[config.mk]
export PLATFORM = sky130hd
export DESIGN_NAME = wdt_grace
export DESIGN_NICKNAME = d
export VERILOG_FILES = /design/src/rtl/wdt_grace_pkg.sv /design/src/rtl/wdt_grace_ctlreg.sv /design/src/rtl/wdt_grace_limit.sv /design/src/rtl/wdt_grace.sv
export SDC_FILE = /design/constraint.sdc
export NUM_CORES = 1
export LEC_CHECK = 0
export CORE_MARGIN = 5
export CORE_UTILIZATION = 62
export CTS_BUF_LIST = sky130_fd_sc_hd__clkbuf_8
export DETAILED_ROUTE_END_ITERATION = 10
export PLACE_DENSITY = 0.88
export SLEW_MARGIN = 20
export SYNTH_ARGS = -nofsm -noshare
export SYNTH_HDL_FRONTEND = slang
export SYNTH_HIERARCHICAL = 1
export SYNTH_SLANG_ARGS = --single-unit
[constraint.sdc]
create_clock -name clk -period 6.2 [get_ports clk]
set_input_delay 1.24 -clock clk [delete_from_list [all_inputs] [get_ports clk]]
set_output_delay 1.24 -clock clk [all_outputs]
set_load 0.02 [all_outputs]
[src/rtl/wdt_grace_pkg.sv]
package wdt_grace_pkg;

    typedef enum logic [1:0] {
        PH_COUNT = 2'd0,
        PH_GRACE = 2'd1,
        PH_RESET = 2'd2
    } wdt_phase_e;

    // exponent of the interval for a given select index
    function automatic int unsigned interval_exp(input int unsigned base,
                                                 input int unsigned step,
                                                 input int unsigned idx);
        return base + step * idx;
    endfunction

endpackage

[src/rtl/wdt_grace_ctlreg.sv]
module wdt_grace_ctlreg #(
    parameter int unsigned SEL_W = 3
) (
    input  logic             clk,
    input  logic             rst_n,
    input  logic             unlock_i,
    input  logic             cfg_wr_i,
    input  logic             cfg_en_i,
    input  logic             cfg_irq_en_i,
    input  logic             cfg_rst_en_i,
    input  logic [SEL_W-1:0] cfg_sel_i,
    output logic             en_o,
    output logic             ie_o,
    output logic             re_o,
    output logic [SEL_W-1:0] sel_o,
    output logic             sel_chg_o
);

    typedef struct packed {
        logic             en;
        logic             ie;
        logic             re;
        logic [SEL_W-1:0] sel;
    } ctl_t;

    ctl_t ctl_d, ctl_q;
    logic accept;

    always_comb begin
        accept = cfg_wr_i && unlock_i;
        ctl_d  = ctl_q;
        if (accept) begin
            ctl_d.en  = cfg_en_i;
            ctl_d.ie  = cfg_irq_en_i;
            ctl_d.re  = cfg_rst_en_i;
            ctl_d.sel = cfg_sel_i;
        end
    end

    always_ff @(posedge clk or negedge rst_n) begin
        if (!rst_n) ctl_q <= '0;
        else        ctl_q <= ctl_d;
    end

    assign en_o      = ctl_q.en;
    assign ie_o      = ctl_q.ie;
    assign re_o      = ctl_q.re;
    assign sel_o     = ctl_q.sel;
    assign sel_chg_o = accept && (cfg_sel_i != ctl_q.sel);

endmodule

[src/rtl/wdt_grace_limit.sv]
module wdt_grace_limit
    import wdt_grace_pkg::*;
#(
    parameter int unsigned CNT_W    = 18,
    parameter int unsigned SEL_W    = 3,
    parameter int unsigned BASE_EXP = 4,
    parameter int unsigned EXP_STEP = 2
) (
    input  logic [SEL_W-1:0] sel_i,
    output logic [CNT_W-1:0] last_o
);

    localparam int unsigned NSEL = 1 << SEL_W;

    logic [CNT_W-1:0] last_tab [NSEL];

    for (genvar i = 0; i < NSEL; i++) begin : g_tab
        localparam int unsigned    EXP  = interval_exp(BASE_EXP, EXP_STEP, i);
        localparam logic [CNT_W:0] SPAN = (CNT_W+1)'(1) << EXP;
        assign last_tab[i] = CNT_W'(SPAN - 1'b1);
    end

    assign last_o = last_tab[sel_i];

endmodule

[src/rtl/wdt_grace.sv]
module wdt_grace
    import wdt_grace_pkg::*;
#(
    parameter int unsigned CNT_W    = 18,
    parameter int unsigned SEL_W    = 3,
    parameter int unsigned BASE_EXP = 4,
    parameter int unsigned EXP_STEP = 2,
    parameter int unsigned GRACE    = 1024,
    parameter int unsigned RST_LEN  = 4
) (
    input  logic             clk,
    input  logic             rst_n,
    input  logic             tick_i,
    input  logic             unlock_i,
    input  logic             cfg_wr_i,
    input  logic             cfg_en_i,
    input  logic             cfg_irq_en_i,
    input  logic             cfg_rst_en_i,
    input  logic [SEL_W-1:0] cfg_sel_i,
    input  logic             clr_cnt_i,
    input  logic             clr_flag_i,
    output logic             irq_o,
    output logic             rst_o,
    output logic             wake_o,
    output logic             flag_o,
    output logic [CNT_W-1:0] cnt_o
);

    localparam int unsigned GRC_W = (GRACE > 1) ? $clog2(GRACE) : 1;
    localparam int unsigned RLN_W = $clog2(RST_LEN + 1);
    localparam logic [GRC_W-1:0] GRC_LAST = GRC_W'(GRACE - 1);
    localparam logic [RLN_W-1:0] RLN_LAST = RLN_W'(RST_LEN - 1);

    typedef struct packed {
        wdt_phase_e       phase;
        logic [CNT_W-1:0] cnt;
        logic [GRC_W-1:0] grc;
        logic [RLN_W-1:0] rln;
        logic             flag;
        logic             wake;
    } st_t;

    logic             en_q, ie_q, re_q, sel_chg;
    logic [SEL_W-1:0] sel_q;
    logic [CNT_W-1:0] last_cnt;
    logic             restart;
    st_t              st_d, st_q;

    wdt_grace_ctlreg #(.SEL_W(SEL_W)) u_ctl (
        .clk          (clk),
        .rst_n        (rst_n),
        .unlock_i     (unlock_i),
        .cfg_wr_i     (cfg_wr_i),
        .cfg_en_i     (cfg_en_i),
        .cfg_irq_en_i (cfg_irq_en_i),
        .cfg_rst_en_i (cfg_rst_en_i),
        .cfg_sel_i    (cfg_sel_i),
        .en_o         (en_q),
        .ie_o         (ie_q),
        .re_o         (re_q),
        .sel_o        (sel_q),
        .sel_chg_o    (sel_chg)
    );

    wdt_grace_limit #(
        .CNT_W    (CNT_W),
        .SEL_W    (SEL_W),
        .BASE_EXP (BASE_EXP),
        .EXP_STEP (EXP_STEP)
    ) u_lim (
        .sel_i  (sel_q),
        .last_o (last_cnt)
    );

    always_comb begin
        restart   = (clr_cnt_i && unlock_i) || sel_chg;
        st_d      = st_q;
        st_d.wake = 1'b0;
        if (clr_flag_i && unlock_i) st_d.flag = 1'b0;

        if (!en_q) begin
            st_d.phase = PH_COUNT;
            st_d.cnt   = '0;
            st_d.grc   = '0;
            st_d.rln   = '0;
        end else if (restart && st_q.phase != PH_RESET) begin
            st_d.phase = PH_COUNT;
            st_d.cnt   = '0;
            st_d.grc   = '0;
        end else if (tick_i) begin
            unique case (st_q.phase)
                PH_COUNT: begin
                    if (st_q.cnt == last_cnt) begin
                        st_d.phase = PH_GRACE;
                        st_d.cnt   = '0;
                        st_d.grc   = '0;
                        st_d.flag  = 1'b1;
                        st_d.wake  = 1'b1;
                    end else begin
                        st_d.cnt = st_q.cnt + 1'b1;
                    end
                end
                PH_GRACE: begin
                    if (st_q.grc == GRC_LAST) begin
                        if (re_q) begin
                            st_d.phase = PH_RESET;
                            st_d.rln   = '0;
                        end
                    end else begin
                        st_d.grc = st_q.grc + 1'b1;
                    end
                end
                PH_RESET: begin
                    if (st_q.rln == RLN_LAST) begin
                        st_d.phase = PH_COUNT;
                        st_d.cnt   = '0;
                        st_d.grc   = '0;
                    end else begin
                        st_d.rln = st_q.rln + 1'b1;
                    end
                end
                default: st_d.phase = PH_COUNT;
            endcase
        end
    end

    always_ff @(posedge clk or negedge rst_n) begin
        if (!rst_n) st_q <= '{phase: PH_COUNT, default: '0};
        else        st_q <= st_d;
    end

    assign irq_o  = st_q.flag && ie_q;
    assign rst_o  = (st_q.phase == PH_RESET);
    assign wake_o = st_q.wake;
    assign flag_o = st_q.flag;
    assign cnt_o  = st_q.cnt;

endmodule

# Word level (Yosys, flattened, before mapping)
# Memory sizes are Yosys's and may differ from the RTL's.
# Cells that the tools add are included.
# word_totals
ff_bits	41
latch_bits	0
mem_bits_rw	0
mem_bits_ro	144
wordCells	73
n_memories	1
# mem_list
memory	depth	word_bits	rd	rd_clocked_by_memory_dff	wr	line_no	source
(no name shown)	8	18	1	0	0	wdt_grace_limit.sv:23	assign last_o = last_tab[sel_i];
# classes
add_sub_neg	3
mul	0
div_mod_pow	0
n_lt_le_gt_ge	1
eq_ne	21
shifts	0
n_mux	24
bitwise	1
n_reduce_logical	12
# ops
operator	n
$mux W30	2
$mux W18	3
$pmux W18 S2	1
$mux W35	1
$mux W33	1
$pmux W10 S3	1
$ne A4 B4 Y1 const B	6
$mux W10	2
$add A18 B1 Y18 const B	1
$eq A18 B18 Y1	1
$ne A3 B3 Y1 const B	5
$mux W2	6
$add A10 B1 Y10 const B	1
$eq A10 B10 Y1 const B	1
$reduce_and A5 Y1	2
$mux W3	3
$logic_and A1 B1 Y1	6
$ne A2 B2 Y1 const B	3
$pmux W2 S3	1
$pmux W3 S2	1
$reduce_and A6 Y1	1
$mux W5	1
$ne A5 B5 Y1 const B	1
$ge A4 B4 Y1 const B	1
other kinds (10)	10

# Longest topological paths before layout
# Gate-level depths: netlist of run 1.
# logic_depth
depth_word	10
depth_mapped	10
ltp_nobuf	8

# By module
# Netlist of run 1, hierarchy kept.
# modules_own_cells
module	instances	cells_each	area_each_um2	seq_area_each_um2
wdt_grace	1	263	2373.5	875.8
wdt_grace_ctlreg	1	17	256.5	150.1
wdt_grace_limit	1	19	137.6	0.0

# Least setup slack after synthesis of run 1
# Ideal clock, no wire load.
# synth_path
kind	input to register
start	input port cfg_sel_i[0]
end	register st_q, in the netlist cnt_o[11]
arrival_time_ns	2.622
required_ns	6.121
setup_slack_ns	3.499
path_stages	9
path_buffers	1
cell_sequence	xnor2_1 a31oi_1 a21o_1 nor4_2 nand2b_1 a21oi_2 buf_2 nand3_1 mux2i_1
# synth_via
elab_chain_cells	6
# synth_lines
item	line_no	source
start, declared	wdt_grace.sv:19	input logic [SEL_W-1:0] cfg_sel_i,
$ne A3 B3 Y1 *	wdt_grace_ctlreg.sv:49	assign sel_chg_o = accept && (cfg_sel_i != ctl_q.sel);
$logic_and A1 B1 Y1 *	wdt_grace_ctlreg.sv:49	
via sel_chg	wdt_grace.sv:43	logic en_q, ie_q, re_q, sel_chg;
$logic_or A1 B1 Y1 *	wdt_grace.sv:76	restart = (clr_cnt_i && unlock_i) || sel_chg;
$logic_and A1 B1 Y1 *	wdt_grace.sv:86	end else if (restart && st_q.phase != PH_RESET) begin
$ne A4 B4 Y1 (no line) (tied with other cells)	-	
$reduce_and A3 Y1 (no line) / $mux W33 (equally long branches)	-	
end signal, assigned	wdt_grace.sv:129	else st_q <= st_d;
end, declared	wdt_grace.sv:47	st_t st_d, st_q;
# The timed path passes the listed nets; every way through them passes the cells marked *.
# A chain may end at the register's enable or synchronous reset.

# Worst setup path after layout of run 1
# layout_path
start	input port cfg_sel_i[0]
end	register st_q, in the netlist cnt_o[5]
# The elaborated chain is that of the path after synthesis.

==> results of run 1 <==
cell families (layout without fill, tap and decap cells):
kind of cell / Yosys count / count (layout) / share of synthesized area
simple gates: 116 / 116 / 0.227
compound gates: 57 / 57 / 0.151
buf+inv: 44 / 48 / 0.110
flops: 41 / 41 / 0.371
xor+xnor: 23 / 23 / 0.0728
mux: 13 / 13 / 0.0497
fa+ha+maj: 4 / 4 / 0.0181
other cells: 1 / 4 / 0.00135
Yosys cell counts (3+ instances only):
cell / count
dfrtp_1: 41
nand3_1: 18
xnor2_1: 17
mux2_2: 6
o21ai_0: 6
buf_2: 4
nand3b_1: 3
nand2b_1: 4
a21o_1: 7
nand4_1: 9
ha_1: 4
or2_1: 3
and3_1: 6
nor2_1: 17
buf_4: 32
xor2_1: 6
o21a_1: 3
a22o_1: 6
and2_1: 3
a31oi_1: 5
nand2_1: 35
mux2i_1: 7
inv_1: 6
a21oi_1: 10
critical path, stage by stage:
cell and delay [ns]:
clkdlybuf4s50_1 0.50, xnor2_1 0.13, a31oi_1 0.13, a21o_1 0.19
nor4_2 0.21, nand2b_1 0.19, a21oi_2 0.77, and3_1 0.29
a221o_1 0.12
cell type report:
type,count,area share
Sequential cell,41,0.341
Timing Repair Buffer,34,0.111
Inverter,6,0.00748
Clock inverter,2,0.0112
Tap cell,52,0.0216
Clock buffer,6,0.0274
Multi-Input combinational cell,217,0.480
report_power, final:
| part | internal [mW] | switching, mW | leakage (nW) |
|---|---|---|---|
| clock network | 0.130 | 0.0918 | 0.0626 |
| logic | 0.0413 | 0.0490 | 0.652 |
| registers | 0.274 | 0.0117 | 0.559 |
| total | 0.445 | 0.152 | 1.27 |
registers in the layout, indices dropped and copies added, names as in the netlist:
signal and count:
u_ctl/en_o 1, flag_o 1, cnt_o 18, u_ctl/ie_o 1, st_q 15, u_ctl/re_o 1
wake_o 1, u_ctl/sel_o 3
routing by layer:
metal  track usage  up-vias  wire [um]
met3        0.0445       12        276
li1              -     1033          -
met4        0.0699        0        119
met1         0.237     1064       2370
met2         0.339       55       2770
met5             0        -          0
worst paths after layout:
kind	from	cells past startpoint	slack, ns	to
min in group asynchronous	rst_n	1	1.07	cnt_o[4]
setup / recovery	cfg_sel_i[0]	9	2.65	cnt_o[5]
setup reg to reg	u_ctl/sel_o[1]	7	3.48	cnt_o[5]
hold / removal	st_q[9]	1	0.51	st_q[9]
hold reg to reg	st_q[9]	1	0.51	st_q[9]
max in group asynchronous	rst_n	1	4.55	st_q[14]
==> results.tsv, run 1 <==
metric	value	unit
finalPower	598	uW
die_y	76.8	um
crit_type	input pin to flip-flop	
postLayoutCellArea	3010	um^2
vias_per_cell	6.04	
layout_commonest_cell	dfrtp_1	
fin_tns_setup	0	ns
clock-sinks	41	
p_per_area	198	nW/um^2
p_leak	1.27	nW
synth-async-reset-ratio	1.00	
layout.nets	322	
place_congestion	0.880	
layout_common_cells	dfrtp_1 (41), nand2_1 (35), clkdlybuf4s50_1 (33), nand3_1 (18)	
ys_seq_elements	41	
setup_violations	0	
synth.top_cells.by_area	dfrtp_1 (37%), buf_4 (8.7%), xnor2_1 (5.4%)	
numCtsBuffers	5	
yosys_warnings	6	
hold_viol	0	
dp.cells	350	
drive_above_1_share	0.0980	
hold_class	flip-flop to flip-flop	
fmax	0.282	GHz
cts_setup_buffers	0	
ant_nets	0	
dpl-instance-area	2900	um^2
seq_area_frac_synth	0.371	
synth_top_area_frac	0.371	
dr_total_vias	2164	
core_area	4350	um^2
cts_resized	0	
clk_path_buf_depth	2	
start_util	0.636	
status	finished, final reports clean	
yosysTopAreaCell	dfrtp_1	
fp-row-count	24	
netlist_area	2770	um^2
stdcell_count	358	
wl_per_cell	15.4	um
grt_antenna_before_repair	0	
fin_crit	3.55	ns
ctsHoldBuffers	0	
peakVddDrop	123	uV
start_kind	input pin	
wirelength	5.53	mm
fill_cells	353	
pin_count	35	
period_share	0.573	
cts_tree	done	
synthCells	299	
setup_slack	2.65	ns
port_buffers	34	
arrival	3.79	ns
fin_skew	0.00732	ns
die_w	76.8	um
synth_edf_count	0	
endpoint_kind	flip-flop	
multi_input_area	1450	um^2
synth_ff_type	dfrtp_1	
crit_required	6.44	ns
rsz0062_at_grt	false	
drv_slew	0	
overflow	0	
drtPass1Iterations	4	
grt_pass1_wl	9.71	mm
regArea	1030	um^2
hold_slack	0.506	ns
crit_fanout	25	
dpl_worst_slack	2.36	ns
area_growth	8.86	%
fin_util	0.692	
synth.avg_cell_area	9.26	um^2
die_area	5900	um^2
grt_use_total	0.196	
grt_max_degree	42	
synth_cell_types	56	
max_cap_violations	0	
root_buffer	clkbuf_8	
slew_headroom	0.323	
clk_pin_slew_worst_paths	0.08	ns
drc	0	
diodes	0	
drt_iter0_drc	86	
tightest_slew	1.02	ns
insertion_delay	0.30	ns
htreeDepth	2	
grt_pass1_vias	2159	
dp_hpwl	4.03	mm
Power figures use the tool's default switching activity.
==> run 2: changes to the inputs <==
--- a/config.mk
+++ b/config.mk
@@ -6,10 +6,10 @@
 export NUM_CORES = 1
 export LEC_CHECK = 0
 export CORE_MARGIN = 5
-export CORE_UTILIZATION = 62
+export CORE_UTILIZATION = 58
 export CTS_BUF_LIST = sky130_fd_sc_hd__clkbuf_8
 export DETAILED_ROUTE_END_ITERATION = 10
-export PLACE_DENSITY = 0.88
+export PLACE_DENSITY = 0.83
 export SLEW_MARGIN = 20
 export SYNTH_ARGS = -nofsm -noshare
 export SYNTH_HDL_FRONTEND = slang
==> constraint.sdc (replaced) <==
create_clock -name clk -period 3.6 [get_ports clk]
set_input_delay 0.72 -clock clk [delete_from_list [all_inputs] [get_ports clk]]
set_output_delay 0.72 -clock clk [all_outputs]
set_load 0.02 [all_outputs]
==> run 2 against run 1 <==
Net effect: flip-flop and latch count unchanged; first-iteration DRC count grew 31%; worst setup slack worse by 1.8 ns; clock power is 35% higher; largest cell class unchanged; critical path depth is the same; non-clock buffer count rose by 2; largest power group unchanged; power increased by 58%.
==> results.tsv, run 2 (synthesis results as in run 1) <==
metric	value	unit	change
max_cap_violations	0		unchanged
postLayoutCellArea	3000	um^2	-0.42%
tightest_slew	0.890	ns	-0.125 ns
crit_required	3.78	ns	-2.66 ns
period_share	0.760		
power_frac_seq	0.518		+0.040
ctsHoldBuffers	0		unchanged
drtPass1Iterations	4		unchanged
diodes	0		unchanged
grt_pass1_wl	9.18	mm	-5.4%
status	finished, final reports clean		
fill_cells	409		+16%
cts_resized	0		unchanged
root_buffer	clkbuf_8		
vias_per_cell	5.90		-2.3%
multi_input_area	1450	um^2	unchanged
drive_above_1_share	0.101		+0.00294
hold_class	flip-flop to flip-flop		
start_kind	input pin		
die_y	79.1	um	+3.0%
crit_type	input pin to flip-flop		
grt_use_total	0.186		-0.00973
setup_violations	0		unchanged
pin_count	35		unchanged
wirelength	5.37	mm	-2.8%
insertion_delay	0.29	ns	about the same
layout.nets	324		+0.62%
layout_commonest_cell	dfrtp_1		
fin_skew	0.00863	ns	+0.00131 ns
p_sw_frac	0.266		+0.0110
ant_nets	0		unchanged
die_area	6250	um^2	+6.0%
cts_tree	done		
place_congestion	0.856		-2.8%
comb_power_share	0.165		+0.014
clk_path_buf_depth	2		unchanged
rsz0062_at_grt	false		
numCtsBuffers	5		unchanged
layout_common_cells	dfrtp_1 (41), nand2_1 (35), clkdlybuf4s50_1 (33), nand3_1 (18)		
fin_crit	2.74	ns	
endpoint_kind	flip-flop		
slew_headroom	0.406		+0.0835
wl_per_cell	14.9	um	-3.6%
clkPwrFrac	0.316		-0.055
dp_hpwl	3.94	mm	-2.2%
die_w	79.1	um	+3.0%
grt_pass1_vias	1991		-7.8%
drv_slew	0		unchanged
grt_max_degree	42		unchanged
start_util	0.590		-0.0458
fp-row-count	25		+4.2%
regArea	1030	um^2	unchanged
dpl-instance-area	2910	um^2	+0.60%
internal_power	695	uW	+56%
peakVddDrop	169	uV	+38%
dr_total_vias	2131		-1.5%
port_buffers	34		unchanged
htreeDepth	2		unchanged
clock-sinks	41		unchanged
drc	0		unchanged
p_per_area	316	nW/um^2	+59%
area_growth	8.41	%	
cts_setup_buffers	0		unchanged
clk_pin_slew_worst_paths	0.07	ns	about the same
power_switching	252	uW	+65%
core_area	4690	um^2	+7.8%
drt_iter0_drc	113		+31%
hold_viol	0		unchanged
overflow	0		unchanged
crit_fanout	18		-28%
largest_reg_flops	18		unchanged
arrival	2.92	ns	-0.87 ns
grt_antenna_before_repair	0		unchanged
fin_tns_setup	0	ns	unchanged
p_leak	1.27	nW	-0.28%
fmax	0.365	GHz	
-- run 2: final timing paths --
check | from | depth (start not counted) | slack, ns | to
max | unlock_i | 9 | 0.86 | cnt_o[8]
min | st_q[9] | 1 | 0.50 | st_q[9]
max reg2reg | u_ctl/sel_o[2] | 7 | 1.11 | st_q[6]
min reg2reg | st_q[9] | 1 | 0.50 | st_q[9]
max in group asynchronous | rst_n | 1 | 2.49 | cnt_o[14]
min in group asynchronous | rst_n | 1 | 0.53 | cnt_o[2]
-- run 2: power by group through the flow --
stage / Clock (mW) / Combinational [mW] / Sequential (mW)
after floorplan: 0 / 0.139 / 0.494
after global placement: 0 / 0.153 / 0.499
after detailed placement: 0 / 0.158 / 0.500
after CTS: 0.311 / 0.158 / 0.491
after global routing: 0.329 / 0.173 / 0.494
final: 0.299 / 0.157 / 0.491
-- run 2: cell type report --
type	count	area share
inverters	6	0.00751
clock inverters	1	0.00125
well taps	54	0.0225
clock buffers	6	0.0275
flip-flops and latches	41	0.342
repair buffers	36	0.117
multi-input cells	217	0.482
-- run 2: metrics by stage --
step | util | hold slack (ns) | power [mW] | cells | setup slack [ns]
floorplan | - | 0.424 | 0.633 | 302 | 1.26
global placement | 0.621 | 0.479 | 0.652 | 354 | 0.630
detailed placement | 0.621 | 0.487 | 0.658 | 354 | 0.551
CTS | 0.639 | 0.502 | 0.960 | 361 | 0.868
global route | 0.639 | 0.524 | 0.996 | 361 | 0.619
finish | 0.639 | 0.502 | 0.947 | 361 | 0.863
-- run 2: worst max-delay path, stage by stage --
cell and delay (ns):
clkdlybuf4s50_1 0.54, nand2_2 0.15, a31oi_1 0.22, a21oi_1 0.10, o21ai_1 0.16, a21oi_2 0.12
or2_1 0.49, a21o_1 0.26, a22o_1 0.17
-- run 2: routing by layer --
layer | GRT usage | part of all wire
met1 | 0.229 | 0.44
met2 | 0.314 | 0.50
met4 | 0.0773 | 0.023
met3 | 0.0420 | 0.042
met5 | 0 | 0
==> run 3: changes to the inputs <==
==> constraint.sdc (replaced) <==
create_clock -name clk -period 2.85 [get_ports clk]
set_input_delay 0.57 -clock clk [delete_from_list [all_inputs] [get_ports clk]]
set_output_delay 0.57 -clock clk [all_outputs]
set_load 0.02 [all_outputs]
==> run 3 against run 2 <==
Net effect: via count increased by 1.8%; critical path depth decreased by 1; flip-flop and latch count unchanged; register-to-register slack got worse by 0.83 ns; first-iteration DRC count increased by 41%; clock power increased by 34%; utilization increased by 1.0 points; wire length increased by 4.0%; clock skew decreased by 0.0036 ns; final cell count increased by 1.7%.
==> results.tsv, run 3 (synthesis results as in run 1) <==
metric	value	unit	change
status	finished, final reports clean		
clock-sinks	41		unchanged
drc	0		unchanged
max_cap_violations	0		unchanged
crit_required	3.03	ns	-0.75 ns
layout_common_cells	dfrtp_1 (41), nand2_1 (35), clkdlybuf4s50_1 (33), nand3_1 (18)		
largest_reg_flops	18		unchanged
cts_setup_buffers	0		unchanged
start_kind	flip-flop		
rsz0062_at_grt	false		
port_buffers	34		unchanged
place_congestion	0.887		+3.7%
diodes	0		unchanged
fin_tns_setup	0	ns	unchanged
crit_fanout	25		+7
arrival	2.75	ns	-0.17 ns
core_area	4690	um^2	unchanged
start_util	0.590		unchanged
insertion_delay	0.29	ns	about the same
path_cells	or3_1 -> xnor2_1 -> nand4_1 -> nor4_4 -> a21oi_2 -> buf_4 -> and3_1 -> a221o_1		
clkPwrFrac	0.326		+0.010
p_per_area	403	nW/um^2	+28%
area_growth	10.1	%	
dp_hpwl	4.20	mm	+6.4%
period_share	0.903		
p_leak	1.30	nW	+2.2%
dp.cells	359		+1.4%
pin_count	35		unchanged
p_sw_frac	0.273		+0.00740
drv_slew	0		unchanged
cts_resized	0		unchanged
wirelength	5.59	mm	+4.0%
grt_pass1_vias	2089		+4.9%
htreeDepth	2		unchanged
crit_type	flip-flop to flip-flop		
endpoint_kind	flip-flop		
power_frac_seq	0.501		-0.017
fin_skew	0.00503	ns	-0.00359 ns
fmax	0.388	GHz	
setup_violations	0		unchanged
cpPeakStageDelay	0.47	ns	-0.07 ns
slew_headroom	0.398		-0.00854
fill_cells	399		-2.4%
stdcell_count	367		+1.7%
layout.nets	329		+1.5%
fin_crit	2.57	ns	
dr_total_vias	2169		+1.8%
hold_slack	0.401	ns	-0.101 ns
vias_per_cell	5.91		+0.12%
peakVddDrop	226	uV	+34%
root_buffer	clkbuf_8		
numCtsBuffers	5		unchanged
grt_pass1_wl	9.71	mm	+5.7%
drt_iter0_drc	159		+41%
ant_nets	0		unchanged
grt_max_degree	42		unchanged
cts_tree	done		
drive_above_1_share	0.121		+0.0204
grt_use_total	0.194		+0.00789
hold_class	input pin to asynchronous set/reset pin		
die_y	79.1	um	unchanged
die_area	6250	um^2	unchanged
comb_power_share	0.172		+0.007
internal_power	892	uW	+28%
ctsHoldBuffers	0		unchanged
tightest_slew	0.903	ns	+0.0128 ns
hold_viol	0		unchanged
power_switching	336	uW	+33%
finalPower	1.23	mW	+30%
wl_per_cell	15.2	um	+2.3%
clk_path_buf_depth	2		unchanged
overflow	0		unchanged
drtPass1Iterations	4		unchanged
regArea	1030	um^2	unchanged
grt_antenna_before_repair	0		unchanged
clk_pin_slew_worst_paths	0.08	ns	about the same
layout_commonest_cell	dfrtp_1		
multi_input_area	1450	um^2	unchanged
die_w	79.1	um	unchanged
fp-row-count	25		unchanged
cp_slowest_cell	dfrtp_1		
-- run 3: cell type report --
cell class / count / area share
clock buffer: 6 / 0.0271
clock inverter: 2 / 0.00452
inverter: 6 / 0.00739
multi-input combinational: 217 / 0.475
sequential: 41 / 0.337
tap: 54 / 0.0222
timing repair buffer: 41 / 0.127
-- run 3: stage by stage --
| step | instance area [um^2] | utilization | worst slack (ns) |
|---|---|---|---|
| global route | 3050 | 0.650 | 0.122 |
| global placement | 2950 | 0.629 | 0.130 |
| CTS | 3050 | 0.650 | 0.257 |
| floorplan | 2780 | - | 0.506 |
| detailed placement | 2950 | 0.629 | 0.0259 |
| finish | 3050 | 0.650 | 0.276 |
-- run 3: worst paths after layout --
path / cells past startpoint / to / startpoint / slack, ns
max: 8 / cnt_o[5] / u_ctl/sel_o[1] / 0.28
min: 1 / cnt_o[0] / rst_n / 0.40
max reg2reg: 8 / cnt_o[5] / u_ctl/sel_o[1] / 0.28
min reg2reg: 1 / u_ctl/ie_o / u_ctl/ie_o / 0.51
max in group asynchronous: 1 / st_q[34] / rst_n / 1.89
min in group clk: 1 / u_ctl/ie_o / u_ctl/ie_o / 0.51
-- run 3: routing by layer --
metal / routed length (um) / global-route usage
met2: 2940 / 0.342
met4: 117 / 0.0704
met1: 2310 / 0.232
met3: 220 / 0.0408
met5: 0 / 0
-- run 3: power by group through the flow --
stage / Combinational (mW) / Clock, mW / Sequential [mW]
after floorplan: 0.176 / 0 / 0.624
after global placement: 0.207 / 0 / 0.626
after detailed placement: 0.213 / 0 / 0.627
after CTS: 0.214 / 0.411 / 0.615
after global routing: 0.233 / 0.443 / 0.618
final: 0.212 / 0.401 / 0.615
-- run 3: critical path: cells and delay by family (launching register included) --
kind,cells,cell delay (ns)
buffers and inverters,1,0.23
AND/OR/NAND/NOR,4,1.25
XOR/XNOR,1,0.18
AO/OA/AOI/OAI,2,0.34
flip-flops,1,0.47
